[config.mk]
export PLATFORM = sky130hd
export DESIGN_NAME = pio_phase_seq
export DESIGN_NICKNAME = d
export VERILOG_FILES = /design/src/rtl/pio_seq_pkg.sv /design/src/rtl/pio_phase_ctrl.sv /design/src/rtl/pio_lane_fmt.sv /design/src/rtl/pio_phase_seq.sv
export SDC_FILE = /design/constraint.sdc
export NUM_CORES = 1
export LEC_CHECK = 0
export ABC_CLOCK_PERIOD_IN_PS = 3100
export BUFFER_PORTS_ARGS = -buffer_cell sky130_fd_sc_hd__buf_2
export CORE_MARGIN = 3
export CORE_UTILIZATION = 35
export DETAILED_ROUTE_END_ITERATION = 16
export GPL_TIMING_DRIVEN = 0
export HOLD_SLACK_MARGIN = 0.06
export SYNTH_ARGS = -nofsm -noshare
export SYNTH_HDL_FRONTEND = slang
export SYNTH_SLANG_ARGS = --single-unit
[constraint.sdc]
create_clock -name clk_i -period 3.1 [get_ports clk_i]
set_input_delay 0.775 -clock clk_i [delete_from_list [all_inputs] [get_ports clk_i]]
set_output_delay 0.775 -clock clk_i [all_outputs]
set_load 0.02 [all_outputs]
[src/rtl/pio_seq_pkg.sv]
package pio_seq_pkg;
  typedef enum logic [1:0] {
    PH_IDLE  = 2'd0,
    PH_SETUP = 2'd1,
    PH_STRB  = 2'd2,
    PH_HOLD  = 2'd3
  } phase_e;
endpackage

[src/rtl/pio_phase_ctrl.sv]
module pio_phase_ctrl
  import pio_seq_pkg::*;
#(
  parameter int P1_W  = 3,
  parameter int P2R_W = 4,
  parameter int P2W_W = 3,
  parameter int P3_W  = 2
) (
  input  logic             clk_i,
  input  logic             rst_ni,
  input  logic             start_i,
  input  logic             we_i,
  input  logic [P1_W-1:0]  p1_i,
  input  logic [P2R_W-1:0] p2r_i,
  input  logic [P2W_W-1:0] p2w_i,
  input  logic [P3_W-1:0]  p3_i,
  output phase_e           phase_o,
  output logic             last_o,
  output logic             we_o,
  output logic             done_o
);
  localparam int W12   = (P1_W > P2R_W) ? P1_W : P2R_W;
  localparam int W34   = (P2W_W > P3_W) ? P2W_W : P3_W;
  localparam int CNT_W = (W12 > W34) ? W12 : W34;

  phase_e           phase_q;
  logic [CNT_W-1:0] cnt_q;
  logic [CNT_W-1:0] p2_q;
  logic [P3_W-1:0]  p3_q;
  logic             we_q;
  logic             done_q;
  logic             last;

  assign last = (cnt_q == '0);

  always_ff @(posedge clk_i or negedge rst_ni) begin
    if (!rst_ni) begin
      phase_q <= PH_IDLE;
      cnt_q   <= '0;
      p2_q    <= '0;
      p3_q    <= '0;
      we_q    <= 1'b0;
      done_q  <= 1'b0;
    end else begin
      done_q <= 1'b0;
      unique case (phase_q)
        PH_IDLE: if (start_i) begin
          phase_q <= PH_SETUP;
          cnt_q   <= CNT_W'(p1_i);
          p2_q    <= we_i ? CNT_W'(p2w_i) : CNT_W'(p2r_i);
          p3_q    <= p3_i;
          we_q    <= we_i;
        end
        PH_SETUP: if (last) begin
          phase_q <= PH_STRB;
          cnt_q   <= p2_q;
        end else cnt_q <= cnt_q - CNT_W'(1);
        PH_STRB: if (last) begin
          phase_q <= PH_HOLD;
          cnt_q   <= CNT_W'(p3_q);
        end else cnt_q <= cnt_q - CNT_W'(1);
        PH_HOLD: if (last) begin
          phase_q <= PH_IDLE;
          done_q  <= 1'b1;
        end else cnt_q <= cnt_q - CNT_W'(1);
        default: phase_q <= PH_IDLE;
      endcase
    end
  end

  assign phase_o = phase_q;
  assign last_o  = last;
  assign we_o    = we_q;
  assign done_o  = done_q;

  AST_COUNT_DOWN: assert property (@(posedge clk_i) disable iff (!rst_ni)
    (phase_q != PH_IDLE && cnt_q != '0) |=> (phase_q == $past(phase_q) && cnt_q == $past(cnt_q) - CNT_W'(1)));
  AST_DONE_AFTER_HOLD: assert property (@(posedge clk_i) disable iff (!rst_ni)
    (phase_q == PH_HOLD && last) |=> done_q);
  AST_DONE_ONE_WIDE: assert property (@(posedge clk_i) disable iff (!rst_ni)
    done_q |=> !done_q);
  AST_START_IDLE: assert property (@(posedge clk_i) disable iff (!rst_ni)
    start_i |-> phase_q == PH_IDLE);
endmodule

[src/rtl/pio_lane_fmt.sv]
module pio_lane_fmt #(
  parameter int DATA_W = 16,
  parameter bit TO_BUS = 1'b1
) (
  input  logic              half_i,
  input  logic              swap_i,
  input  logic [DATA_W-1:0] d_i,
  output logic [DATA_W-1:0] d_o
);
  localparam int LANE_W = DATA_W / 2;

  function automatic logic [DATA_W-1:0] swap_lanes(input logic [DATA_W-1:0] v);
    return {v[LANE_W-1:0], v[DATA_W-1:LANE_W]};
  endfunction

  function automatic logic [DATA_W-1:0] narrow(input logic [DATA_W-1:0] v);
    return {{(DATA_W-LANE_W){1'b0}}, v[LANE_W-1:0]};
  endfunction

  generate
    if (TO_BUS) begin : g_wr
      // swap first, then select low lane
      logic [DATA_W-1:0] sw;
      assign sw  = swap_i ? swap_lanes(d_i) : d_i;
      assign d_o = half_i ? sw : narrow(sw);
    end else begin : g_rd
      // select low lane first, then swap
      logic [DATA_W-1:0] nw;
      assign nw  = half_i ? d_i : narrow(d_i);
      assign d_o = swap_i ? swap_lanes(nw) : nw;
    end
  endgenerate
endmodule

[src/rtl/pio_phase_seq.sv]
module pio_phase_seq
  import pio_seq_pkg::*;
#(
  parameter int DATA_W = 16,
  parameter int P1_W   = 3,
  parameter int P2R_W  = 4,
  parameter int P2W_W  = 3,
  parameter int P3_W   = 2
) (
  input  logic              clk_i,
  input  logic              rst_ni,
  input  logic              req_i,
  input  logic              we_i,
  input  logic [DATA_W-1:0] wdata_i,
  output logic              stall_o,
  output logic              done_o,
  output logic [DATA_W-1:0] rdata_o,
  input  logic [P1_W-1:0]   cfg_p1_i,
  input  logic [P2R_W-1:0]  cfg_p2_rd_i,
  input  logic [P2W_W-1:0]  cfg_p2_wr_i,
  input  logic [P3_W-1:0]   cfg_p3_i,
  input  logic              cfg_half_i,
  input  logic              cfg_swap_i,
  input  logic              dma_active_i,
  input  logic              dma_mask_i,
  output logic              cs_o,
  output logic              rd_o,
  output logic              wr_o,
  output logic              latch_o,
  output logic              bus_oe_o,
  output logic [DATA_W-1:0] bus_dout_o,
  input  logic [DATA_W-1:0] bus_din_i
);
  phase_e            phase;
  logic              last, cyc_we, busy, lock, accept;
  logic              half_q, swap_q;
  logic [DATA_W-1:0] wfmt, rfmt, dout_q, rdata_q;

  assign busy    = (phase != PH_IDLE);
  assign lock    = dma_active_i & dma_mask_i;
  assign accept  = req_i & ~busy & ~lock;
  assign stall_o = req_i & (busy | lock);

  pio_phase_ctrl #(
    .P1_W(P1_W), .P2R_W(P2R_W), .P2W_W(P2W_W), .P3_W(P3_W)
  ) i_ctrl (
    .clk_i   (clk_i),
    .rst_ni  (rst_ni),
    .start_i (accept),
    .we_i    (we_i),
    .p1_i    (cfg_p1_i),
    .p2r_i   (cfg_p2_rd_i),
    .p2w_i   (cfg_p2_wr_i),
    .p3_i    (cfg_p3_i),
    .phase_o (phase),
    .last_o  (last),
    .we_o    (cyc_we),
    .done_o  (done_o)
  );

  pio_lane_fmt #(.DATA_W(DATA_W), .TO_BUS(1'b1)) i_wfmt (
    .half_i (cfg_half_i),
    .swap_i (cfg_swap_i),
    .d_i    (wdata_i),
    .d_o    (wfmt)
  );

  pio_lane_fmt #(.DATA_W(DATA_W), .TO_BUS(1'b0)) i_rfmt (
    .half_i (half_q),
    .swap_i (swap_q),
    .d_i    (bus_din_i),
    .d_o    (rfmt)
  );

  always_ff @(posedge clk_i or negedge rst_ni) begin
    if (!rst_ni) begin
      half_q  <= 1'b0;
      swap_q  <= 1'b0;
      dout_q  <= '0;
      rdata_q <= '0;
    end else begin
      if (accept) begin
        half_q <= cfg_half_i;
        swap_q <= cfg_swap_i;
        dout_q <= wfmt;
      end
      if (latch_o) rdata_q <= rfmt;
    end
  end

  assign cs_o       = busy;
  assign rd_o       = (phase == PH_STRB) & ~cyc_we;
  assign wr_o       = (phase == PH_STRB) & cyc_we;
  assign latch_o    = rd_o & last;
  assign bus_oe_o   = busy & cyc_we;
  assign bus_dout_o = dout_q;
  assign rdata_o    = rdata_q;

  AST_STROBE_IN_CS: assert property (@(posedge clk_i) disable iff (!rst_ni)
    (rd_o || wr_o) |-> cs_o);
  AST_STROBE_EXCL: assert property (@(posedge clk_i) disable iff (!rst_ni)
    !(rd_o && wr_o));
  AST_LATCH_IN_READ: assert property (@(posedge clk_i) disable iff (!rst_ni)
    latch_o |-> (rd_o && !wr_o));
  AST_LOCKOUT: assert property (@(posedge clk_i) disable iff (!rst_ni)
    (req_i && dma_active_i && dma_mask_i) |-> stall_o);
  AST_BUSY_STALL: assert property (@(posedge clk_i) disable iff (!rst_ni)
    (req_i && cs_o) |-> stall_o);
endmodule

Word level (Yosys, flattened, before mapping)
Index checks and enable logic that the tools add are counted.
{ "word_totals": {"ff_bits": 48, "inputBits": 52, "out_inout_bits": 39} }
{ "classes": {"add_sub_neg": 1, "n_eq_ne": 8, "n_mux": 17, "n_bitwise": 12, "n_reduce_logical": 6} }
{ "op_table": {"columns": ["op", "n"], "rows": [
  ["$mux W16", 4],
  ["$mux W4", 5],
  ["$pmux W4 S4", 1],
  ["$ne A2 B2 Y1 const B", 5],
  ["$and A1 B1 Y1", 8],
  ["$mux W2", 4],
  ["$pmux W2 S4", 1],
  ["$eq A2 B2 Y1 const B", 2],
  ["$logic_not A4 Y1", 1],
  ["$reduce_and A2 Y1", 2],
  ["$reduce_and A4 Y1", 1],
  ["$sub A4 B1 Y4 const B", 1],
  ["$not A1 Y1", 3],
  ["$eq A2 B1 Y1 const B", 1],
  ["$logic_not A2 Y1", 1],
  ["$mux W1", 2],
  ["$reduce_bool A2 Y1", 1],
  ["$or A1 B1 Y1", 1]
]} }

Logic depth before layout (Yosys ltp)
Gate-level depths: netlist of the first run.
{ "depth": {"word_depth": 6, "depth_mapped": 7, "mapped_depth_nobuf": 6} }

Hierarchy
Synthesis of the first run repeated with hierarchy kept, for this count alone.
{ "unflattened": {"hier_cells": 247, "area_unflattened_um2": 2846.5} }
{ "by_module_without_submodules": {"columns": ["module", "instances", "cells_each", "area_per_inst_um2"], "rows": [
  ["pio_phase_seq", 1, 80, 1431.4],
  ["pio_phase_ctrl", 1, 88, 873.3],
  ["pio_lane_fmt (i_wfmt)", 1, 26, 281.5],
  ["pio_lane_fmt (i_rfmt)", 1, 53, 260.2]
]} }

Worst setup path before layout of the first run
OpenSTA, ideal clock, no wires.
{ "synth_path": {"path_kind": "register to output", "from": "reg i_ctrl.phase_q[0] (netlist: i_ctrl.phase_o[0])", "to": "out latch_o", "t_arrival_ps": 1710, "required_ps": 2325, "slack_ps": 615, "stages_incl_launch_ff": 7, "cell_sequence": "dfrtp_1 > inv_1 > ha_1 > nor2b_1 > nand2_1 > clkbuf_1 > inv_1"} }
{ "synth_via": {"elab_chain_len": 3} }
{ "synth_lines": {"columns": ["element", "line_no", "source"], "rows": [
  ["start, declared", "pio_phase_ctrl.sv:26", "phase_e phase_q;"],
  ["start signal, assigned", "pio_phase_ctrl.sv:38", "phase_q <= PH_IDLE;"],
  ["start signal, assigned", "pio_phase_ctrl.sv:48", "phase_q <= PH_SETUP;"],
  ["start signal, assigned", "pio_phase_ctrl.sv:55", "phase_q <= PH_STRB;"],
  ["$eq A2 B2 Y1", "pio_phase_seq.sv:92", "assign rd_o = (phase == PH_STRB) & ~cyc_we;"],
  ["$and A1 B1 Y1", "pio_phase_seq.sv:92", null],
  ["net rd_o", "pio_phase_seq.sv:27", "output logic rd_o,"],
  ["$and A1 B1 Y1", "pio_phase_seq.sv:94", "assign latch_o = rd_o & last;"],
  ["end, declared", "pio_phase_seq.sv:29", "output logic latch_o,"]
]} }
The timed path passes the listed nets, and every way through them passes these cells.

Worst setup path after layout of the first run
{ "layout_path": {"from": "reg i_ctrl.phase_q[0] (netlist: i_ctrl.phase_o[0])", "to": "out latch_o"} }
{ "layout_via": {"elab_chain_len": 3} }
{ "layout_lines": {"columns": ["element", "line_no"], "rows": [
  ["$eq A2 B2 Y1", "pio_phase_seq.sv:92"],
  ["$and A1 B1 Y1", "pio_phase_seq.sv:92"],
  ["$and A1 B1 Y1", "pio_phase_seq.sv:94"]
]} }
Every way passes these cells.

==> metrics.csv, run 1 <==
stage,metric,value,unit
yosys,synth top area cells,"dfrtp_1, mux2i_1, nand2_1",
cells_and_area,# diodes,0,
critical_path,Worst setup EP type,primary output,
floorplanning,cell row count,30,
cts,Longest Clk Path Bufs,2,
yosys,Post-synth top flop,dfrtp_1,
cts,CTS Buf Count,5,
yosys,number of synthesized flops with an enable pin,0,
sta,setup ws final,0.220,ns
cells_and_area,layout cells sized above 1,31.3,%
pwr,P per Cell Area,998,nW/um^2
cells_and_area,area grow syn2layout,26.2,%
detailed_routing,DRC,0,
cts,Clock Pin Slew Worst Setup and Hold Paths,0.10,ns
pwr,cell-internal power,0.00178,W
grt,largest net degree at the start of global routing,49,
floorplanning,die width,91.0,um
sta,Final setup viols,0,
floorplanning,Placeable Area,6910,sq um
yosys,"FFs w/ async S/R, synth",100,%
floorplanning,initial core utilization,36.6,%
grt,global-route wire length before repair,10500,um
cts,clock latency on the worst-skew pair,0.30,ns
sta,Worst-Margin Slew,1.08,ns
cells_and_area,multi-input combinational cell area,1230,sq um
pwr,leak pwr,1.63,nW
pwr,maximum VDD drop,0.000382,V
sta,RSZ-0062 raised after global routing,false,
floorplanning,die height,91.0,um
pwr,combinational power share,52.3,%
detailed_routing,1st-pass router iterations,4,
sta,Fin Setup TNS,0,ns
cts,Post-CTS Setup Bufs,0,
sta,Max transition margin,28.1,%
critical_path,Worst EP arrival,2.10,ns
detailed_routing,wire per inst,13.7,um
yosys,distinct cell type count after synthesis,37,
status,status,completed,
yosys,post-synth top area share,47.5,%
detailed_routing,Vias per Instance,4.87,
critical_path,critical path peak fanout,10,
cells_and_area,nets,419,
cells_and_area,Storage cell area,1200,sq um
grt,vias in the first global route,2234,
pwr,clock network fraction of design power,12.6,%
yosys,Mapped Cells,265,
place,Post-Place Worst Slack,0.519,ns
sta,post-layout min period,2.88,ns
hold_path,worst hold path stage count,2,
cts,CTS sink count,48,
place,HPWL Detailed,4640,um
detailed_routing,Via Count,2227,
cts,CTS root buf,clkbuf_8,
pwr,sw frac,44.2,%
yosys,Synth area leader,dfrtp_1,
yosys,sequential share of the synthesized area,47.5,%
yosys,Netlist Area Pre-Place,2530,sq um
grt,antenna violations before repair,0,
sta,period utilization,92.9,%
pwr,P_sw,0.00141,W
yosys,Synth warnings,0,
detailed_routing,final wirelength,6270,um
floorplanning,I/O pins,91,
floorplanning,Die ar.,8280,sq um
critical_path,Critical Path RT,2.32,ns
grt,Tot GR Track Use,15.4,%
sta,Setup Skew,0.00854,ns
cts,CTS tree,done,
yosys,syn_area_per_cell,9.54,sq um
cts,Post-CTS Hold Buffers,0,
yosys,Syn Nets,324,
pwr,Reg power frac,35.1,%
critical_path,reg2reg path depth,7,
cells_and_area,Fill cells,730,
sta,Final Hold Vio Count,0,
run,maxcap violations,0,
cts,H-tree depth,2,
place,gpl congestion,0.841,
critical_path,nature of the critical path startpoint,register,
sta,Achievable Freq,0.347,GHz
hold_path,worst min path class,reg -> reg,
sta,max-slew violations,0,
detailed_routing,Detail Route Antenna Nets,0,
grt,global route total overflow,0,
yosys,register bit count reported by yosys,48,
detailed_routing,Starting DRT DRC Count,80,
place,I/O Buffers,88,
critical_path,Worst Setup Path Type,reg -> out,
-- metrics by stage --
step / power (W) / instance area [sq um] / utilization (%) / hold slack (ns) / instances
after floorplan: 0.00227 / 2530 / - / 0.445 / 265
after global placement: 0.00277 / 3090 / 44.7 / 0.463 / 449
after detailed placement: 0.00279 / 3090 / 44.7 / 0.471 / 449
after CTS: 0.00321 / 3180 / 46.1 / 0.494 / 457
after global routing: 0.00346 / 3190 / 46.2 / 0.514 / 457
final: 0.00318 / 3190 / 46.2 / 0.486 / 457
-- sequential cells by signal (all words and copies together), names as in the netlist --
signal,flops
swap_q,1
i_ctrl.we_o,1
i_ctrl.p3_q,2
bus_dout_o,16
i_ctrl.p2_q,4
i_ctrl.cnt_q,4
half_q,1
i_ctrl.done_o,1
i_ctrl.phase_o,2
rdata_o,16
-- Yosys cell counts, types with 2 or more instances --
cell type  number
a21oi_1        12
a21oi_2         2
a22o_1         13
a31oi_1         9
buf_2           3
clkbuf_1       12
dfrtp_1        48
ha_1            7
inv_1           6
mux2_2          5
mux2i_1        20
nand2_1        38
nor2_1         18
nor2b_1        14
nor3_1          4
o21ai_0        16
o21ai_1        18
-- logic make-up after synthesis --
family / count (synthesis) / synth area share, %
flops: 48 / 47.5
mux: 26 / 10.6
buf+inv: 23 / 3.86
xor+xnor: 1 / 0.347
compound gates: 76 / 18.6
simple gates: 84 / 15.6
fa+ha+maj: 7 / 3.47
-- worst max-delay path, stage by stage, from the launching register on --
cell and delay (ns):
dfrtp_1 0.40, inv_1 0.12, ha_1 0.31, nor2b_1 0.25, nand2_1 0.17, clkbuf_1 0.30
inv_1 0.09, buf_2 0.16
-- per-layer routing --
| layer | global-route usage, % | part of all wire (%) |
|---|---|---|
| met1 | 21.3 | 48 |
| met2 | 24.0 | 44 |
| met3 | 4.47 | 7.6 |
| met4 | 3.14 | 0.30 |
| met5 | 0 | 0 |
-- layout by cell type, fill, tap and decap left out, drive strengths merged --
cell type / netlist / routed
o21a: 1 / 1
a22o: 13 / 13
or3: 1 / 1
o31ai: 1 / 1
a21oi: 14 / 14
mux2: 6 / 6
xnor2: 1 / 1
nand2b: 1 / 1
mux2i: 20 / 20
inv: 6 / 7
nor3: 4 / 4
nor2: 18 / 18
or2: 2 / 2
a21boi: 1 / 1
a31oi: 9 / 9
ha: 7 / 7
clkbuf: 12 / 18
clkinv: 0 / 1
a21o: 1 / 1
and2: 2 / 2
dfrtp: 48 / 48
a22oi: 1 / 1
buf: 5 / 93
o21ba: 1 / 1
or3b: 1 / 1
nand2: 38 / 38
nor2b: 14 / 14
nor3b: 2 / 2
nand3: 1 / 1
o21ai: 34 / 34
-- final timing paths --
kind,from,to,slack (ns)
max,i_ctrl.phase_o[0]$_DFFE_PN0P_,latch_o,0.22
max in group asynchronous,rst_ni,bus_dout_o[5]$_DFFE_PN0P_,1.76
min,rdata_o[2]$_DFFE_PN0P_,rdata_o[2]$_DFFE_PN0P_,0.49
min in group asynchronous,rst_ni,i_ctrl.cnt_q[2]$_DFFE_PN0P_,0.67
min reg2reg,rdata_o[2]$_DFFE_PN0P_,rdata_o[2]$_DFFE_PN0P_,0.49
max reg2reg,i_ctrl.phase_o[0]$_DFFE_PN0P_,rdata_o[8]$_DFFE_PN0P_,1.22
-- layout make-up --
type | count | area share (%)
clock inverters | 2 | 0.431
multi-input cells | 194 | 38.7
plain buffers | 17 | 2.35
inverters | 6 | 0.706
clock buffers | 6 | 2.59
flip-flops and latches | 48 | 37.6
repair buffers | 88 | 13.8
well taps | 96 | 3.76
-- power groups by stage --
stage                     Clock [W]  Sequential (W)  Combinational [W]
after floorplan                   0         0.00134           0.000932
after global placement            0         0.00112            0.00165
after detailed placement          0         0.00112            0.00167
after CTS                  0.000419         0.00111            0.00167
after global routing       0.000445         0.00117            0.00185
final                      0.000401         0.00112            0.00166
-- timing repair --
action / CTS / global route
setup endpoints to repair: 0 / 1
hold endpoints to repair: 0 / 0
resized for setup: 0 / 1
Note: power is estimated with default switching activity, not from simulation.
==> run 2: changes to the inputs <==
--- a/config.mk
+++ b/config.mk
@@ -7,7 +7,6 @@
 export LEC_CHECK = 0
 export ABC_CLOCK_PERIOD_IN_PS = 3100
 export BUFFER_PORTS_ARGS = -buffer_cell sky130_fd_sc_hd__buf_2
-export CORE_MARGIN = 3
 export CORE_UTILIZATION = 35
 export DETAILED_ROUTE_END_ITERATION = 16
 export GPL_TIMING_DRIVEN = 0
==> metrics.csv, run 2 (same netlist as run 1, synthesis figures left out) <==
stage,metric,value,unit
status,status,completed,
sta,Achievable Freq,0.348,GHz
cts,clock latency on the worst-skew pair,0.30,ns
sta,RSZ-0062 raised after global routing,false,
detailed_routing,DRC,0,
cells_and_area,layout cells sized above 1,31.0,%
grt,largest net degree at the start of global routing,49,
cts,H-tree depth,2,
critical_path,Worst EP arrival,2.10,ns
sta,max-slew violations,0,
cts,Post-CTS Hold Buffers,0,
grt,global route total overflow,0,
critical_path,Critical Path RT,2.32,ns
cts,CTS sink count,48,
sta,period utilization,92.6,%
place,HPWL Detailed,4580,um
place,I/O Buffers,88,
critical_path,critical path peak fanout,10,
critical_path,flop2flop setup slack,1.24,ns
cells_and_area,# diodes,0,
sta,Final Hold Vio Count,0,
cts,Post-CTS Setup Bufs,0,
floorplanning,I/O pins,91,
cells_and_area,"leading cell types in the layout, fill and taps excluded","buf_2, dfrtp_1, nand2_1",
sta,Max transition margin,29.2,%
grt,global-route wire length before repair,9750,um
floorplanning,Die ar.,7560,sq um
floorplanning,cell row count,30,
sta,Final setup viols,0,
sta,post-layout min period,2.87,ns
run,maxcap violations,0,
grt,vias in the first global route,2078,
floorplanning,Placeable Area,6870,sq um
cts,CTS tree,done,
cts,CTS Buf Count,5,
cts,Longest Clk Path Bufs,2,
critical_path,nature of the critical path startpoint,register,
detailed_routing,1st-pass router iterations,4,
cells_and_area,"most common cell after layout, fill and taps aside",buf_2,
cells_and_area,Storage cell area,1200,sq um
floorplanning,die height,87.0,um
detailed_routing,Starting DRT DRC Count,80,
cts,Clock Pin Slew Worst Setup and Hold Paths,0.09,ns
pwr,P per Cell Area,1000,nW/um^2
hold_path,worst min path class,reg -> reg,
cts,Post-CTS Resized,0,
detailed_routing,Vias per Instance,4.84,
cells_and_area,Fill cells,678,
cells_and_area,nets,419,
critical_path,Worst Setup Path Type,reg -> out,
grt,antenna violations before repair,0,
detailed_routing,final wirelength,6060,um
grt,Tot GR Track Use,16.8,%
sta,Worst-Margin Slew,1.06,ns
sta,Fin Setup TNS,0,ns
cts,CTS root buf,clkbuf_8,
place,gpl congestion,0.805,
pwr,maximum VDD drop,0.000511,V
cells_and_area,multi-input combinational cell area,1230,sq um
critical_path,Worst setup EP type,primary output,
detailed_routing,Via Count,2211,
place,Post-Place Worst Slack,0.552,ns
floorplanning,initial core utilization,36.8,%
sta,Setup Skew,0.0124,ns
pwr,leak pwr,1.63,nW
sta,setup ws final,0.229,ns
cells_and_area,area grow syn2layout,26.4,%
detailed_routing,Detail Route Antenna Nets,0,
detailed_routing,wire per inst,13.3,um
floorplanning,die width,87.0,um
## run 2: power breakdown
group | switching, W | total [W] | internal, W | leakage, nW
registers | 0.000191 | 0.00111 | 0.000923 | 0.600
clock network | 0.000208 | 0.000447 | 0.000240 | 0.0552
logic | 0.000985 | 0.00165 | 0.000663 | 0.974
total | 0.00138 | 0.00321 | 0.00183 | 1.63
## run 2: worst paths after layout
check | from | endpoint | cells past startpoint
setup reg to reg | i_ctrl.phase_o[0]$_DFFE_PN0P_ | rdata_o[11]$_DFFE_PN0P_ | 7
hold / removal | rdata_o[13]$_DFFE_PN0P_ | rdata_o[13]$_DFFE_PN0P_ | 2
hold reg to reg | rdata_o[13]$_DFFE_PN0P_ | rdata_o[13]$_DFFE_PN0P_ | 2
min in group asynchronous | rst_ni | rdata_o[6]$_DFFE_PN0P_ | 1
max in group asynchronous | rst_ni | bus_dout_o[7]$_DFFE_PN0P_ | 1
setup / recovery | i_ctrl.phase_o[0]$_DFFE_PN0P_ | latch_o | 7
## run 2: worst max-delay path, cell delays in order (launching register included)
cell and delay, ns:
dfrtp_1 0.38, inv_1 0.10, ha_1 0.30, nor2b_1 0.18
nand2_1 0.17, clkbuf_1 0.42, inv_1 0.07, buf_2 0.17
## run 2: metal layers
metal / part of all wire, % / vias up / global-route usage [%]
li1: - / 1110 / -
met1: 50 / 1022 / 22.8
met2: 42 / 70 / 25.3
met3: 6.9 / 9 / 5.31
met4: 1.3 / 0 / 5.30
met5: 0 / - / 0
## run 2: stage by stage
stage          instances  power [W]  hold slack (ns)  cell area (sq um)  utilization, %
2_1_floorplan        265    0.00227            0.445               2530               -
3_3_place_gp         449    0.00276            0.459               3090            45.0
3_5_place_dp         449    0.00279            0.469               3090            45.0
4_1_cts              457    0.00323            0.488               3200            46.5
5_1_grt              457    0.00348            0.515               3200            46.5
6_report             457    0.00321            0.482               3200            46.5
## run 2: layout make-up
cell class,count,share of cell area [%]
inverter,6,0.705
clock inverter,2,1.10
tap,96,3.76
multi-input combinational,194,38.4
clock buffer,6,2.27
sequential,48,37.6
buffer,17,2.35
timing repair buffer,88,13.8
==> run 3: changes to the inputs <==
--- a/config.mk
+++ b/config.mk
@@ -5,8 +5,10 @@
 export SDC_FILE = /design/constraint.sdc
 export NUM_CORES = 1
 export LEC_CHECK = 0
-export ABC_CLOCK_PERIOD_IN_PS = 3100
+export ABC_AREA = 1
+export ABC_CLOCK_PERIOD_IN_PS = 2700
 export BUFFER_PORTS_ARGS = -buffer_cell sky130_fd_sc_hd__buf_2
+export CAP_MARGIN = 20
 export CORE_UTILIZATION = 35
 export DETAILED_ROUTE_END_ITERATION = 16
 export GPL_TIMING_DRIVEN = 0
==> constraint.sdc (replaced) <==
create_clock -name clk_i -period 2.7 [get_ports clk_i]
set_input_delay 0.675 -clock clk_i [delete_from_list [all_inputs] [get_ports clk_i]]
set_output_delay 0.675 -clock clk_i [all_outputs]
set_load 0.02 [all_outputs]
==> metrics.csv, run 3 <==
stage,metric,value,unit
yosys,Post-synth top flop,dfrtp_1,
grt,global route total overflow,0,
pwr,P per Cell Area,1130,nW/um^2
cells_and_area,"leading cell types in the layout, fill and taps excluded","nand2_1, buf_2, dfrtp_1",
cts,Clock Pin Slew Worst Setup and Hold Paths,0.09,ns
yosys,"FFs w/ async S/R, synth",100,%
cts,clock latency on the worst-skew pair,0.30,ns
sta,setup ws final,0.156,ns
detailed_routing,Starting DRT DRC Count,83,
pwr,leak pwr,1.71,nW
floorplanning,initial core utilization,36.8,%
sta,Final setup viols,0,
sta,Worst-Margin Slew,0.561,ns
floorplanning,Placeable Area,6910,sq um
cts,CTS Buf Count,5,
critical_path,Critical Path RT,2.03,ns
cells_and_area,nets,474,
yosys,number of synthesized flops with an enable pin,0,
cells_and_area,post-route cell area,3270,sq um
floorplanning,cell row count,30,
sta,Fin Setup TNS,0,ns
yosys,"count leader, synth",nand2_1,
cts,H-tree depth,2,
hold_path,worst min path class,in -> async,
place,dpl cell area,3110,sq um
critical_path,critical path peak fanout,10,
floorplanning,die width,87.3,um
pwr,maximum VDD drop,0.000484,V
place,I/O Buffers,89,
yosys,distinct cell type count after synthesis,25,
place,HPWL Detailed,4690,um
grt,vias in the first global route,2231,
yosys,synth top area cells,"dfrtp_1, nand2_1, o21ai_0",
floorplanning,die height,87.3,um
place,Post-Place Worst Slack,0.317,ns
detailed_routing,wire per inst,12.5,um
sta,Setup Skew,0.00749,ns
grt,global-route wire length before repair,10400,um
grt,Tot GR Track Use,17.6,%
place,gpl congestion,0.820,
cells_and_area,Final Util,47.4,%
critical_path,FF-to-FF Start,i_ctrl.phase_o[1]$_DFFE_PN0P_,
cells_and_area,# diodes,0,
sta,Achievable Freq,0.393,GHz
floorplanning,I/O pins,91,
critical_path,Worst setup EP type,primary output,
yosys,mux share of post-synthesis cell area,3.15,%
yosys,post-synthesis compound-gate area fraction,15.2,%
sta,post-layout min period,2.54,ns
detailed_routing,1st-pass router iterations,4,
sta,Max transition margin,62.6,%
yosys,sequential share of the synthesized area,47.2,%
run,maxcap violations,0,
detailed_routing,final wirelength,6380,um
yosys,syn_area_per_cell,8.08,sq um
yosys,Mapped Cells,315,
grt,antenna violations before repair,0,
critical_path,CP startpoint,i_ctrl.cnt_q[0]$_DFFE_PN0P_,
yosys,synthesized-area fraction occupied by and/or/nand/nor cells,24.2,%
cells_and_area,"most common cell after layout, fill and taps aside",nand2_1,
sta,max-slew violations,0,
cells_and_area,area grow syn2layout,28.7,%
sta,period utilization,94.2,%
yosys,post-synth top area share,47.2,%
detailed_routing,Via Count,2399,
cells_and_area,Fill cells,733,
yosys,most frequent cells after synthesis,"nand2_1, dfrtp_1, o21ai_0, nor2_1, inv_1",
sta,RSZ-0062 raised after global routing,false,
cts,CTS sink count,48,
cts,Longest Clk Path Bufs,2,
yosys,Synth warnings,0,
floorplanning,Die ar.,7610,sq um
sta,Final Hold Vio Count,0,
critical_path,Worst EP arrival,1.87,ns
yosys,Netlist Area Pre-Place,2540,sq um
yosys,Syn Nets,374,
status,status,completed,
cts,CTS root buf,clkbuf_8,
critical_path,nature of the critical path startpoint,register,
grt,largest net degree at the start of global routing,49,
cts,Post-CTS Hold Buffers,0,
detailed_routing,Detail Route Antenna Nets,0,
detailed_routing,Vias per Instance,4.69,
cells_and_area,layout cells sized above 1,31.7,%
detailed_routing,DRC,0,
cts,CTS tree,done,
yosys,register bit count reported by yosys,48,
yosys,largest family of logic cells by synthesized area,simple AND/OR/NAND/NOR gates,
yosys,Synth area leader,dfrtp_1,
critical_path,Worst Setup Path Type,reg -> out,
yosys,Post-Synth XOR/XNOR Area,0.344,%
yosys,adder-cell share of the synthesized area,3.44,%
[run 3: cell count changes after synthesis, sizes merged, moves of 4 or more]
cell | previous run | this run
nand3 | 1 | 6
inv | 6 | 22
nand2 | 38 | 103
a21oi | 14 | 19
a22o | 13 | 0
nor2b | 14 | 0
nor2 | 18 | 36
mux2 | 6 | 0
clkbuf | 12 | 4
buf | 5 | 9
mux2i | 20 | 8
[run 3: worst paths after layout]
check | depth (start not counted) | slack (ns) | end
min reg2reg | 2 | 0.49 | bus_dout_o[15]$_DFFE_PN0P_
min in group clk_i | 2 | 0.49 | bus_dout_o[15]$_DFFE_PN0P_
max | 6 | 0.16 | latch_o
min | 1 | 0.35 | rdata_o[1]$_DFFE_PN0P_
max reg2reg | 7 | 0.94 | bus_dout_o[4]$_DFFE_PN0P_
max in group asynchronous | 2 | 1.82 | swap_q$_DFFE_PN0P_
[run 3: layer usage]
layer	wire length, um	track usage [%]
met2	2950	28.2
met1	2990	23.5
met5	0	0
met4	39	3.73
met3	398	5.12
[run 3: stage by stage]
| stage | hold slack (ns) | power (W) | cells |
|---|---|---|---|
| after floorplan | 0.379 | 0.00259 | 315 |
| final | 0.350 | 0.00371 | 512 |
| after global placement | 0.463 | 0.00313 | 500 |
| after detailed placement | 0.472 | 0.00318 | 500 |
| after global routing | 0.376 | 0.00403 | 512 |
| after CTS | 0.496 | 0.00373 | 508 |
[run 3: layout make-up]
cell class	count	area [sq um]	area share, %
Multi-Input combinational cell	231	1180	36.1
Clock buffer	5	68.8	2.10
Clock inverter	3	46.3	1.41
Inverter	23	86.3	2.64
Tap cell	96	120	3.67
Timing Repair Buffer	93	488	14.9
Sequential cell	48	1200	36.7
Buffer	13	81.3	2.48
[run 3: worst max-delay path, stage by stage (launching register included)]
cell and delay [ns]:
dfrtp_1 0.39, inv_1 0.14, ha_2 0.25, nand3_4 0.12
nor3_4 0.27, buf_6 0.21, buf_2 0.18
[run 3: cells by family (layout without fill, tap and decap cells)]
| logic type | after synthesis | count (layout) |
|---|---|---|
| and+or+nand+nor | 150 | 150 |
| AOI/OAI and AO/OA | 65 | 65 |
| DFF | 48 | 48 |
| buffers and inverters | 36 | 137 |
| muxes | 8 | 8 |
| adders and majority gates | 7 | 7 |
| xor gates and xnor gates | 1 | 1 |
[run 3: what timing repair did]
action	CTS	global route
endpoints found under the setup margin	1	1
pin swaps	0	1
hold endpoints to repair	0	0
gates resized for setup	1	1
setup buffers	0	3
[run 3: where the power goes]
| part | internal [W] | switching (W) |
|---|---|---|
| logic | 0.000683 | 0.00125 |
| registers | 0.00104 | 0.000196 |
| clock network | 0.000279 | 0.000263 |
